$ cat src/rtl/irqarb_pkg.sv
package irqarb_pkg;

   localparam int unsigned LINES_PER_BANK = 32;

   typedef enum logic {
      CLS_NORMAL = 1'b0,
      CLS_FAST   = 1'b1
   } irq_class_e;

   function automatic int unsigned idx_width(input int unsigned n);
      return (n > 1) ? $clog2(n) : 1;
   endfunction

endpackage

$ cat src/rtl/irqarb_select.sv
// Picks the most urgent eligible line; ties go to the higher index.
module irqarb_select #(
   parameter int unsigned N        = 96,
   parameter int unsigned PW       = 6,
   parameter int unsigned IW       = 7,
   parameter bit          USE_TREE = 1'b1
) (
   input  logic [N-1:0]    elig_i,
   input  logic [N*PW-1:0] prio_i,
   output logic            valid_o,
   output logic [IW-1:0]   idx_o
);

   if (IW < $clog2(N)) begin : g_bad_iw
      $error("irqarb_select: IW too narrow for N");
   end

   if (USE_TREE) begin : g_tree
      localparam int unsigned LG = (N > 1) ? $clog2(N) : 0;
      localparam int unsigned P  = 1 << LG;

      for (genvar l = 0; l <= LG; l++) begin : lv
         localparam int unsigned W = P >> l;
         logic [W-1:0]  v;
         logic [PW-1:0] p  [W];
         logic [IW-1:0] ix [W];

         if (l == 0) begin : g_leaf
            for (genvar i = 0; i < W; i++) begin : g_in
               if (i < N) begin : g_real
                  assign v[i]  = elig_i[i];
                  assign p[i]  = prio_i[i*PW +: PW];
                  assign ix[i] = IW'(i);
               end else begin : g_pad
                  assign v[i]  = 1'b0;
                  assign p[i]  = '0;
                  assign ix[i] = '0;
               end
            end
         end else begin : g_join
            for (genvar k = 0; k < W; k++) begin : g_nd
               logic take_hi;
               assign take_hi = lv[l-1].v[2*k+1] &&
                                (!lv[l-1].v[2*k] ||
                                 (lv[l-1].p[2*k+1] <= lv[l-1].p[2*k]));
               assign v[k]  = lv[l-1].v[2*k] | lv[l-1].v[2*k+1];
               assign p[k]  = take_hi ? lv[l-1].p[2*k+1]  : lv[l-1].p[2*k];
               assign ix[k] = take_hi ? lv[l-1].ix[2*k+1] : lv[l-1].ix[2*k];
            end
         end
      end

      assign valid_o = lv[LG].v[0];
      assign idx_o   = lv[LG].ix[0];
   end else begin : g_scan
      logic [PW-1:0] best_p;
      always_comb begin
         valid_o = 1'b0;
         best_p  = '0;
         idx_o   = '0;
         for (int i = 0; i < N; i++) begin
            if (elig_i[i] && (!valid_o || (prio_i[i*PW +: PW] <= best_p))) begin
               valid_o = 1'b1;
               best_p  = prio_i[i*PW +: PW];
               idx_o   = IW'(i);
            end
         end
      end
   end

endmodule

$ cat src/rtl/irqarb_class.sv
// Request/vector state of one class. The class is armed whenever req_o is low.
module irqarb_class #(
   parameter int unsigned IW = 7
) (
   input  logic          clk,
   input  logic          rst_n,
   input  logic          cand_valid_i,
   input  logic [IW-1:0] cand_idx_i,
   input  logic          gate_open_i,
   input  logic          ack_i,
   output logic          req_o,
   output logic [IW-1:0] vec_o
);

   logic fire;
   assign fire = cand_valid_i & gate_open_i;

   always_ff @(posedge clk) begin
      if (!rst_n) begin
         req_o <= 1'b0;
         vec_o <= '0;
      end else if (ack_i) begin
         // drop, re-arm and re-arbitrate within the same edge
         req_o <= fire;
         if (fire) vec_o <= cand_idx_i;
      end else if (!req_o && fire) begin
         req_o <= 1'b1;
         vec_o <= cand_idx_i;
      end
   end

endmodule

$ cat src/rtl/irq_vector_arbiter.sv
module irq_vector_arbiter
   import irqarb_pkg::*;
#(
   parameter int unsigned NUM_BANKS = 3,
   parameter int unsigned PRIO_W    = 6,
   parameter bit          USE_TREE  = 1'b1,
   localparam int unsigned LINES    = NUM_BANKS * LINES_PER_BANK,
   localparam int unsigned VEC_W    = idx_width(LINES)
) (
   input  logic                    clk,
   input  logic                    rst_n,
   input  logic [LINES-1:0]        line_pend_i,
   input  logic [LINES-1:0]        line_mask_i,
   input  logic [LINES-1:0]        line_fiq_i,
   input  logic [LINES*PRIO_W-1:0] line_prio_i,
   input  logic                    gate_open_i,
   input  logic [1:0]              ack_i,
   output logic                    irq_req_o,
   output logic [VEC_W-1:0]        irq_vec_o,
   output logic                    fiq_req_o,
   output logic [VEC_W-1:0]        fiq_vec_o
);

   if (NUM_BANKS < 1 || NUM_BANKS > 3) begin : g_bad_banks
      $error("irq_vector_arbiter: NUM_BANKS must be 1..3");
   end
   if (PRIO_W < 1 || PRIO_W > 8) begin : g_bad_prio
      $error("irq_vector_arbiter: PRIO_W must be 1..8");
   end

   logic [1:0]       req;
   logic [VEC_W-1:0] vec [2];

   for (genvar c = 0; c < 2; c++) begin : g_cls
      localparam irq_class_e CLS = (c == 0) ? CLS_NORMAL : CLS_FAST;
      logic [LINES-1:0] elig;
      logic             cand_v;
      logic [VEC_W-1:0] cand_i;

      assign elig = line_pend_i & ~line_mask_i &
                    ((CLS == CLS_FAST) ? line_fiq_i : ~line_fiq_i);

      irqarb_select #(
         .N        (LINES),
         .PW       (PRIO_W),
         .IW       (VEC_W),
         .USE_TREE (USE_TREE)
      ) sel_i (
         .elig_i  (elig),
         .prio_i  (line_prio_i),
         .valid_o (cand_v),
         .idx_o   (cand_i)
      );

      irqarb_class #(.IW(VEC_W)) st_i (
         .clk          (clk),
         .rst_n        (rst_n),
         .cand_valid_i (cand_v),
         .cand_idx_i   (cand_i),
         .gate_open_i  (gate_open_i),
         .ack_i        (ack_i[c]),
         .req_o        (req[c]),
         .vec_o        (vec[c])
      );
   end

   assign irq_req_o = req[0];
   assign irq_vec_o = vec[0];
   assign fiq_req_o = req[1];
   assign fiq_vec_o = vec[1];

endmodule

$ cat config.mk
export PLATFORM = sky130hd
export DESIGN_NAME = irq_vector_arbiter
export DESIGN_NICKNAME = d
export VERILOG_FILES = /design/src/rtl/irqarb_pkg.sv /design/src/rtl/irqarb_select.sv /design/src/rtl/irqarb_class.sv /design/src/rtl/irq_vector_arbiter.sv
export SDC_FILE = /design/constraint.sdc
export NUM_CORES = 2
export LEC_CHECK = 0
export BUFFER_PORTS_ARGS = -buffer_cell sky130_fd_sc_hd__clkbuf_2
export CAP_MARGIN = 20
export CORE_AREA = 2 2 348 350
export DETAILED_ROUTE_END_ITERATION = 10
export DIE_AREA = 0 0 350 352
export PLACE_DENSITY = 0.72
export RECOVER_POWER = 50
export SETUP_SLACK_MARGIN = 0.05
export SLEW_MARGIN = 20
export SYNTH_ARGS = -nofsm -noshare
export SYNTH_HDL_FRONTEND = slang
export SYNTH_HIERARCHICAL = 1
export SYNTH_SLANG_ARGS = --single-unit
export TNS_END_PERCENT = 20
$ cat constraint.sdc
create_clock -name clk -period 14.8 [get_ports clk]
set_input_delay 2.96 -clock clk [delete_from_list [all_inputs] [get_ports clk]]
set_output_delay 2.96 -clock clk [all_outputs]
set_load 0.05 [all_outputs]
==> Yosys cells after proc, flatten, opt, wreduce, memory -nomap -nowiden <==
Index checks and enable logic that the tools add are counted.
W data, S select, Z words.
{ "word_totals": {"register_bits": 16, "in_bits": 869, "out_inout_bits": 16, "word_cells": 1311} }
{ "op_classes": {"order_cmp": 142, "eq_ne": 2, "mux": 388, "n_bitwise": 197, "reduce_logical": 578} }
{ "op_table": {"columns": ["cell", "n"], "rows": [
  ["$mux W6", 188],
  ["$le A6 B6 Y1", 142],
  ["$mux W7", 100],
  ["$and A96 B96 Y96", 3],
  ["$logic_and A1 B1 Y1", 192],
  ["$logic_not A1 Y1", 192],
  ["$not A96 Y96", 2],
  ["$logic_or A1 B1 Y1", 190],
  ["$or A1 B1 Y1", 190],
  ["$mux W1", 100],
  ["$ne A2 B1 Y1 const B", 2],
  ["$reduce_and A2 Y1", 2],
  ["$reduce_bool A2 Y1", 2],
  ["$and A1 B1 Y1", 2]
]} }

==> Logic depth before layout (Yosys ltp) <==
{ "depth": {"depth_word": 33, "ltp_mapped": 83, "ltp_nobuf": 79} }

==> By module <==
Netlist, hierarchy kept.
{ "modules_own_cells": {"columns": ["module", "instances", "cells_per_inst", "area_each_um2", "seq_area_each_um2"], "rows": [
  ["irqarb_select at g_cls[1].sel_i", 1, 3148, 22746.8, 0.0],
  ["irqarb_select at g_cls[0].sel_i", 1, 3110, 22237.6, 0.0],
  ["irq_vector_arbiter", 1, 192, 1681.6, 0.0],
  ["irqarb_class", 2, 35, 345.3, 160.2]
]} }

==> Least setup slack after synthesis <==
Ideal clock, no wire load.
{ "synth_path": {"kind": "in2reg", "startpoint": "input port line_prio_i[157]", "endpoint": "register g_cls[0].st_i.vec_o[3]", "setup_ps": 72, "arrival_time_ps": 15704, "setup_slack_ps": -975, "stages": 74, "n_path_buf": 4, "path_cell_list": "inv_1 -> ha_1 -> nor2b_1 -> o21ai_0 -> a21oi_1 -> a211oi_1 -> o21a_1 -> clkbuf_1 -> mux2i_1 -> inv_1 -> ha_1 -> a21o_1 -> maj3_1 -> a21o_1 -> maj3_1 -> a21oi_1 -> o32a_1 -> clkbuf_1 -> [... 38 more ...] -> o221ai_1 -> nand2_1 -> mux2i_1 -> ha_1 -> nor2b_1 -> o21a_1 -> o21a_1 -> o21ai_0 -> nand2b_1 -> a21oi_1 -> a311o_1 -> nand2b_1 -> inv_1 -> a21oi_1 -> o221a_1 -> a311oi_1 -> nand2_1 -> mux2i_1"} }
{ "synth_via": {"elab_chain_len": 30, "elab_cells_between_ends": 35, "classes_between": "order compare (7); mux (14); reduce/logical (14)"} }
{ "synth_rtl": {"columns": ["item", "line", "rtl"], "rows": [
  ["start: declaration", "irq_vector_arbiter.sv:15", "input logic [LINES*PRIO_W-1:0] line_prio_i,"],
  ["$le A6 B6 Y1", "irqarb_select.sv:45", "(lv[l-1].p[2*k+1] <= lv[l-1].p[2*k]));"],
  ["$logic_or A1 B1 Y1", "irqarb_select.sv:44", "(!lv[l-1].v[2*k] ||"],
  ["$logic_and A1 B1 Y1", "irqarb_select.sv:43", "assign take_hi = lv[l-1].v[2*k+1] &&"],
  ["$mux W6 *", "irqarb_select.sv:47", "assign p[k] = take_hi ? lv[l-1].p[2*k+1] : lv[l-1].p[2*k];"],
  ["$le A6 B6 Y1", "irqarb_select.sv:45", null],
  ["$logic_or A1 B1 Y1", "irqarb_select.sv:44", null],
  ["$logic_and A1 B1 Y1", "irqarb_select.sv:43", null],
  ["$mux W6 *", "irqarb_select.sv:47", null],
  ["[... 16 more ...]", null, null],
  ["$le A6 B6 Y1 *", "irqarb_select.sv:45", null],
  ["$logic_or A1 B1 Y1 *", "irqarb_select.sv:44", null],
  ["$logic_and A1 B1 Y1 *", "irqarb_select.sv:43", null],
  ["via g_cls[0].sel_i.g_tree.lv[7].g_join.g_nd[0].take_hi", "irqarb_select.sv:42", "logic take_hi;"],
  ["$mux W7 *", "irqarb_select.sv:48", "assign ix[k] = take_hi ? lv[l-1].ix[2*k+1] : lv[l-1].ix[2*k];"],
  ["via g_cls[0].cand_i[3]", "irq_vector_arbiter.sv:38", "logic [VEC_W-1:0] cand_i;"],
  ["$mux W7, on equally long branches", "irqarb_class.sv:26, irqarb_class.sv:25", null],
  ["$mux W7 *", "irqarb_class.sv:22", "end else if (ack_i) begin"],
  ["end signal: assignment", "irqarb_class.sv:25", "if (fire) vec_o <= cand_idx_i;"],
  ["end signal: assignment", "irqarb_class.sv:28", "vec_o <= cand_idx_i;"],
  ["end: declaration", "irqarb_class.sv:12", "output logic [IW-1:0] vec_o"]
]} }
Mark *: on every way through the listed nets, which the timed path passes. The rest lies on a longest branch. The select of a mux whose other input is x is not followed.
A chain may end at the register's enable or synchronous reset.

==> Worst setup path in the final report <==
{ "layout_path": {"startpoint": "input port line_prio_i[337]", "endpoint": "register g_cls[1].st_i.vec_o[2]"} }
{ "layout_via": {"elab_chain_len": 30, "elab_cells_between_ends": 35, "classes_between": "order compare (7); mux (14); reduce/logical (14)"} }
{ "layout_rtl": {"columns": ["item", "line"], "rows": [
  ["$le A6 B6 Y1", "irqarb_select.sv:45"],
  ["$logic_or A1 B1 Y1", "irqarb_select.sv:44"],
  ["$logic_and A1 B1 Y1", "irqarb_select.sv:43"],
  ["$mux W6 *", "irqarb_select.sv:47"],
  ["$le A6 B6 Y1", "irqarb_select.sv:45"],
  ["$logic_or A1 B1 Y1", "irqarb_select.sv:44"],
  ["$logic_and A1 B1 Y1", "irqarb_select.sv:43"],
  ["$mux W6 *", "irqarb_select.sv:47"],
  ["[... 15 more ...]", null],
  ["$mux W6", "irqarb_select.sv:47"],
  ["$le A6 B6 Y1", "irqarb_select.sv:45"],
  ["$logic_or A1 B1 Y1", "irqarb_select.sv:44"],
  ["$logic_and A1 B1 Y1", "irqarb_select.sv:43"],
  ["$mux W7 *", "irqarb_select.sv:48"],
  ["via g_cls[1].cand_i[2]", "irq_vector_arbiter.sv:38"],
  ["$mux W7, on equally long branches", "irqarb_class.sv:26, irqarb_class.sv:25"],
  ["$mux W7 *", "irqarb_class.sv:22"],
  ["end signal: assignment", "irqarb_class.sv:25"],
  ["end signal: assignment", "irqarb_class.sv:28"],
  ["end: declaration", "irqarb_class.sv:12"]
]} }
Marked as above.

==> Flow_metrics.wiki <==
{| class="wikitable"
! Metric !! Value
|-
| H-tree level count || 1
|-
| Initial antenna violation count || 51
|-
| Clock Sinks || 16
|-
| Number of top-level pins || 885
|-
| Via count of the first global-routing pass || 51900
|-
| Maximum number of pins on one net before global-route repair || 31
|-
| Cell types with the highest counts after synthesis || 1076 x sky130_fd_sc_hd__ha_1, 1013 x sky130_fd_sc_hd__inv_1, 610 x sky130_fd_sc_hd__mux2i_1
|-
| Final sum of negative setup slack || 0 ns
|-
| Half-perimeter wire length of the detailed placement result || 177000 µm
|-
| Maxcap violations || 0
|-
| Detailed router's first-iteration violation count || 3348
|-
| Area fraction in and, or, nand and nor cells after synthesis || 0.199
|-
| Row Count || 127
|-
| Routed length per placed instance || 21.0 µm
|-
| Hold Fails Final Rpt || 0
|-
| Async set-or-reset flop fraction in the synthesized netlist || 0
|-
| Share of the synthesized area in compound gates (AO/OA/AOI/OAI) || 0.239
|-
| ANT nets after route || 0
|-
| Detailed-route via count || 54600
|-
| Overall power of the completed layout || 0.00512 W
|-
| Cell with the most instances after synthesis || sky130_fd_sc_hd__ha_1
|-
| PortBufs || 884
|-
| Synthesis Warnings || 6
|-
| Worst Clk Skew || 0.00610 ns
|-
| GRT Total Usage || 0.302
|-
| Remaining global-route overflow || 0
|-
| Portion of the post-synthesis area used by sequential elements || 0.00676
|-
| Horiz. Die Dim || 350 µm
|-
| Leading register cell type out of synthesis || sky130_fd_sc_hd__dfxtp_1
|-
| Layout Nets || 9876
|-
| Data required time at the worst endpoint || 14.99 ns
|-
| Crit-path most repeated cell || sky130_fd_sc_hd__o21a_1
|-
| Slew HR || 0.0539
|-
| Final cycle utilization of the critical path || 0.990
|-
| Actual transition at the worst max-transition pin || 1.41 ns
|-
| Pre-antenna DRT Iters || 6
|-
| FF-to-FF End || g_cls[0].st_i/vec_o[5]
|-
| Initial Utilization || 0.397
|-
| Overall die area || 0.123 mm²
|-
| Clock tree from TritonCTS || yes
|-
| Number of synthesized register bits || 16
|-
| Die boundary height || 352 µm
|-
| Cell count after synthesis || 6520
|-
| Max Transition Viols Final || 0
|-
| Count of unresolved DRC violations after routing || 0
|-
| Maximum net fanout on the critical path || 7
|-
| Worst reg2reg startpoint || g_cls[0].st_i/req_o
|-
| Data arrival, critical path || 14.85 ns
|-
| Clock latency at the later pin of the worst-skew pair || 0.26 ns
|-
| Synthesis-to-layout area growth || 29.1%
|-
| Per-cell via count in the routed design || 5.70
|-
| Category of the worst setup path capture point || flip-flop
|-
| Critical setup path kind || input port to flip-flop
|-
| Min-Delay Path Depth || 2
|-
| Adder-Cell Fraction of Synth Area || 0.289
|-
| Count of cells along the worst register-to-register path || 3
|-
| Post-synthesis instance area || 0.0474 mm²
|-
| FMAX || 0.0682 GHz
|-
| Post-synthesis share of cell area spent on xor and xnor gates || 0.00851
|-
| Number of buffers added by the clock tree synthesis step || 3
|-
| Leak Pwr || 31.7 nW
|-
| Unrepaired setup endpoints after global routing || true
|-
| Dominant cell type by area after synthesis || sky130_fd_sc_hd__ha_1
|-
| Core area || 0.119 mm²
|-
| Combinational family with the most area after synthesis || adder cells
|-
| Number of placed instances, taps included || 9403
|-
| Worst Hold Class || flip-flop to flip-flop
|-
| Distinct cells, synth || 106
|-
| Fraction of synthesized area in multiplexers || 0.165
|-
| Smallest hold slack || 0.458 ns
|-
| Flop-to-flop setup slack || 13.70 ns
|-
| Share of post-route cells with drive strength above 1 || 0.286
|-
| Cell at the root of the clock tree || sky130_fd_sc_hd__clkbuf_16
|-
| Synth top area share || 0.284
|-
| Post-route design area || 0.0611 mm²
|-
| Number of failing setup endpoints in the final timing report || 0
|-
| Number of nets produced by synthesis || 8465
|-
| Time the worst path needs with I/O delays and setup || 14.65 ns
|-
| Crit-path max cell delay || 0.39 ns
|-
| Hold Crit Start || g_cls[1].st_i/vec_o[5]
|-
| Startpoint class of the critical path || input port
|-
| Post-synth EDFFs || 0
|-
| Slowest CP cell || sky130_fd_sc_hd__a221o_1
|-
| Mean instance size in the synthesized netlist || 7.26 µm²
|-
| Top cells by area, synth || sky130_fd_sc_hd__ha_1 28%, sky130_fd_sc_hd__mux2i_1 13%, sky130_fd_sc_hd__inv_1 8.0%
|-
| Clock slew at the register clock pins of the worst setup and hold paths || 0.06 ns
|-
| P per Cell Area || 83.7 mW/mm²
|-
| First-pass GRT wire length || 296000 µm
|-
| Buffer depth of the longest clock path || 2
|-
| Number of buffers added to fix hold violations after cts || 0
|-
| Number of non-filler instances in the completed layout || 9578
|-
| Total wirelength of the detailed-routed design || 202000 µm
|-
| Capture endpoint of the worst hold path || g_cls[1].st_i/vec_o[5]
|-
| Run status || finished, final reports clean
|-
| RD Place Congestion || 1.01
|-
| VDD IR-drop max || 0.166 mV
|-
| Cell area reported after detailed placement || 0.0573 mm²
|}
[registers in the layout (all words and copies together), names as in the netlist]
register	count
g_cls.st_i/req_o	2
g_cls.st_i/vec_o	14
[power breakdown]
part / internal (W) / leakage [nW] / switching, W
clock: 0.0000413 / 0.0444 / 0.0000232
combinational: 0.00234 / 31.5 / 0.00265
sequential: 0.0000548 / 0.132 / 0.00000818
[how the worst max path moves through the flow]
| stage | slack, ns | depth (start not counted) | start | end |
|---|---|---|---|---|
| finish | 0.15 | 71 | line_prio_i[337] | g_cls[1].st_i/vec_o[2] |
| global route | -0.44 | 77 | line_prio_i[301] | g_cls[0].st_i/vec_o[0] |
| CTS | 0.04 | 77 | line_prio_i[145] | g_cls[1].st_i/vec_o[1] |
| detailed placement | -0.61 | 73 | line_prio_i[361] | g_cls[1].st_i/vec_o[1] |
| global placement | -0.40 | 74 | line_prio_i[337] | g_cls[0].st_i/vec_o[1] |
| floorplan | 0.04 | 74 | line_prio_i[157] | g_cls[0].st_i/vec_o[3] |
[per-layer routing]
layer / part of all wire / vias to the layer above / global-route usage
li1: - / 26600 / -
met1: 0.42 / 25800 / 0.378
met2: 0.47 / 1867 / 0.518
met3: 0.069 / 411 / 0.0491
met4: 0.039 / 30 / 0.109
met5: 0.00095 / - / 0.00196
[stage by stage]
stage,utilization,setup WS (ns)
floorplan,-,0.0417
global placement,0.480,-0.401
detailed placement,0.480,-0.613
CTS,0.484,0.0406
global route,0.512,-0.438
finish,0.512,0.145
[layout by cell type, fill, tap and decap left out, types with 60 or more instances in the layout]
| master | count |
|---|---|
| sky130_fd_sc_hd__nand2_1 | 455 |
| sky130_fd_sc_hd__nand3_1 | 139 |
| sky130_fd_sc_hd__nand4_1 | 107 |
| sky130_fd_sc_hd__clkbuf_2 | 864 |
| sky130_fd_sc_hd__ha_1 | 1035 |
| sky130_fd_sc_hd__nor2b_1 | 193 |
| sky130_fd_sc_hd__and3b_2 | 96 |
| sky130_fd_sc_hd__and3_1 | 62 |
| sky130_fd_sc_hd__a21o_1 | 135 |
| sky130_fd_sc_hd__buf_4 | 610 |
| sky130_fd_sc_hd__o21a_1 | 187 |
| sky130_fd_sc_hd__a21oi_1 | 266 |
| sky130_fd_sc_hd__mux2_2 | 119 |
| sky130_fd_sc_hd__inv_1 | 992 |
| sky130_fd_sc_hd__mux2i_1 | 517 |
| sky130_fd_sc_hd__nor3b_1 | 98 |
| sky130_fd_sc_hd__o21ai_1 | 84 |
| sky130_fd_sc_hd__nor2_1 | 262 |
| sky130_fd_sc_hd__o21ai_0 | 395 |
| sky130_fd_sc_hd__nand2b_1 | 112 |
| sky130_fd_sc_hd__a31oi_1 | 60 |
[what timing repair did]
action / CTS / global route
endpoints found under the setup margin: 13 / 14
gates resized for setup: 70 / 606
pin swaps: 8 / 247
gates cloned: 0 / 1
buffers inserted: 16 / 118
[layout make-up]
cell class                 instances  area [µm²]
timing repair buffer            1538        9520
sequential                        16         320
fill                           11600       58200
multi-input combinational       5356       45300
tap                             1612        2020
inverter                        1016        3830
clock buffer                       4        88.8
antenna                           36        90.1
[cells by family (layout without fill, tap and decap cells)]
kind of cell	Yosys count	in the layout
mux	756	756
flops	16	16
buf+inv	1149	2558
compound gates	1719	1719
fa+ha+maj	1097	1097
simple gates	1737	1738
other cells	0	36
xor+xnor	46	46
[critical path: cells and delay by family]
kind | cells | cell delay [ns]
compound gates | 34 | 5.29
fa+ha+maj | 9 | 2.52
buf+inv | 5 | 0.46
mux | 5 | 1.18
simple gates | 18 | 2.41
Note: power is estimated with default switching activity, not from simulation.
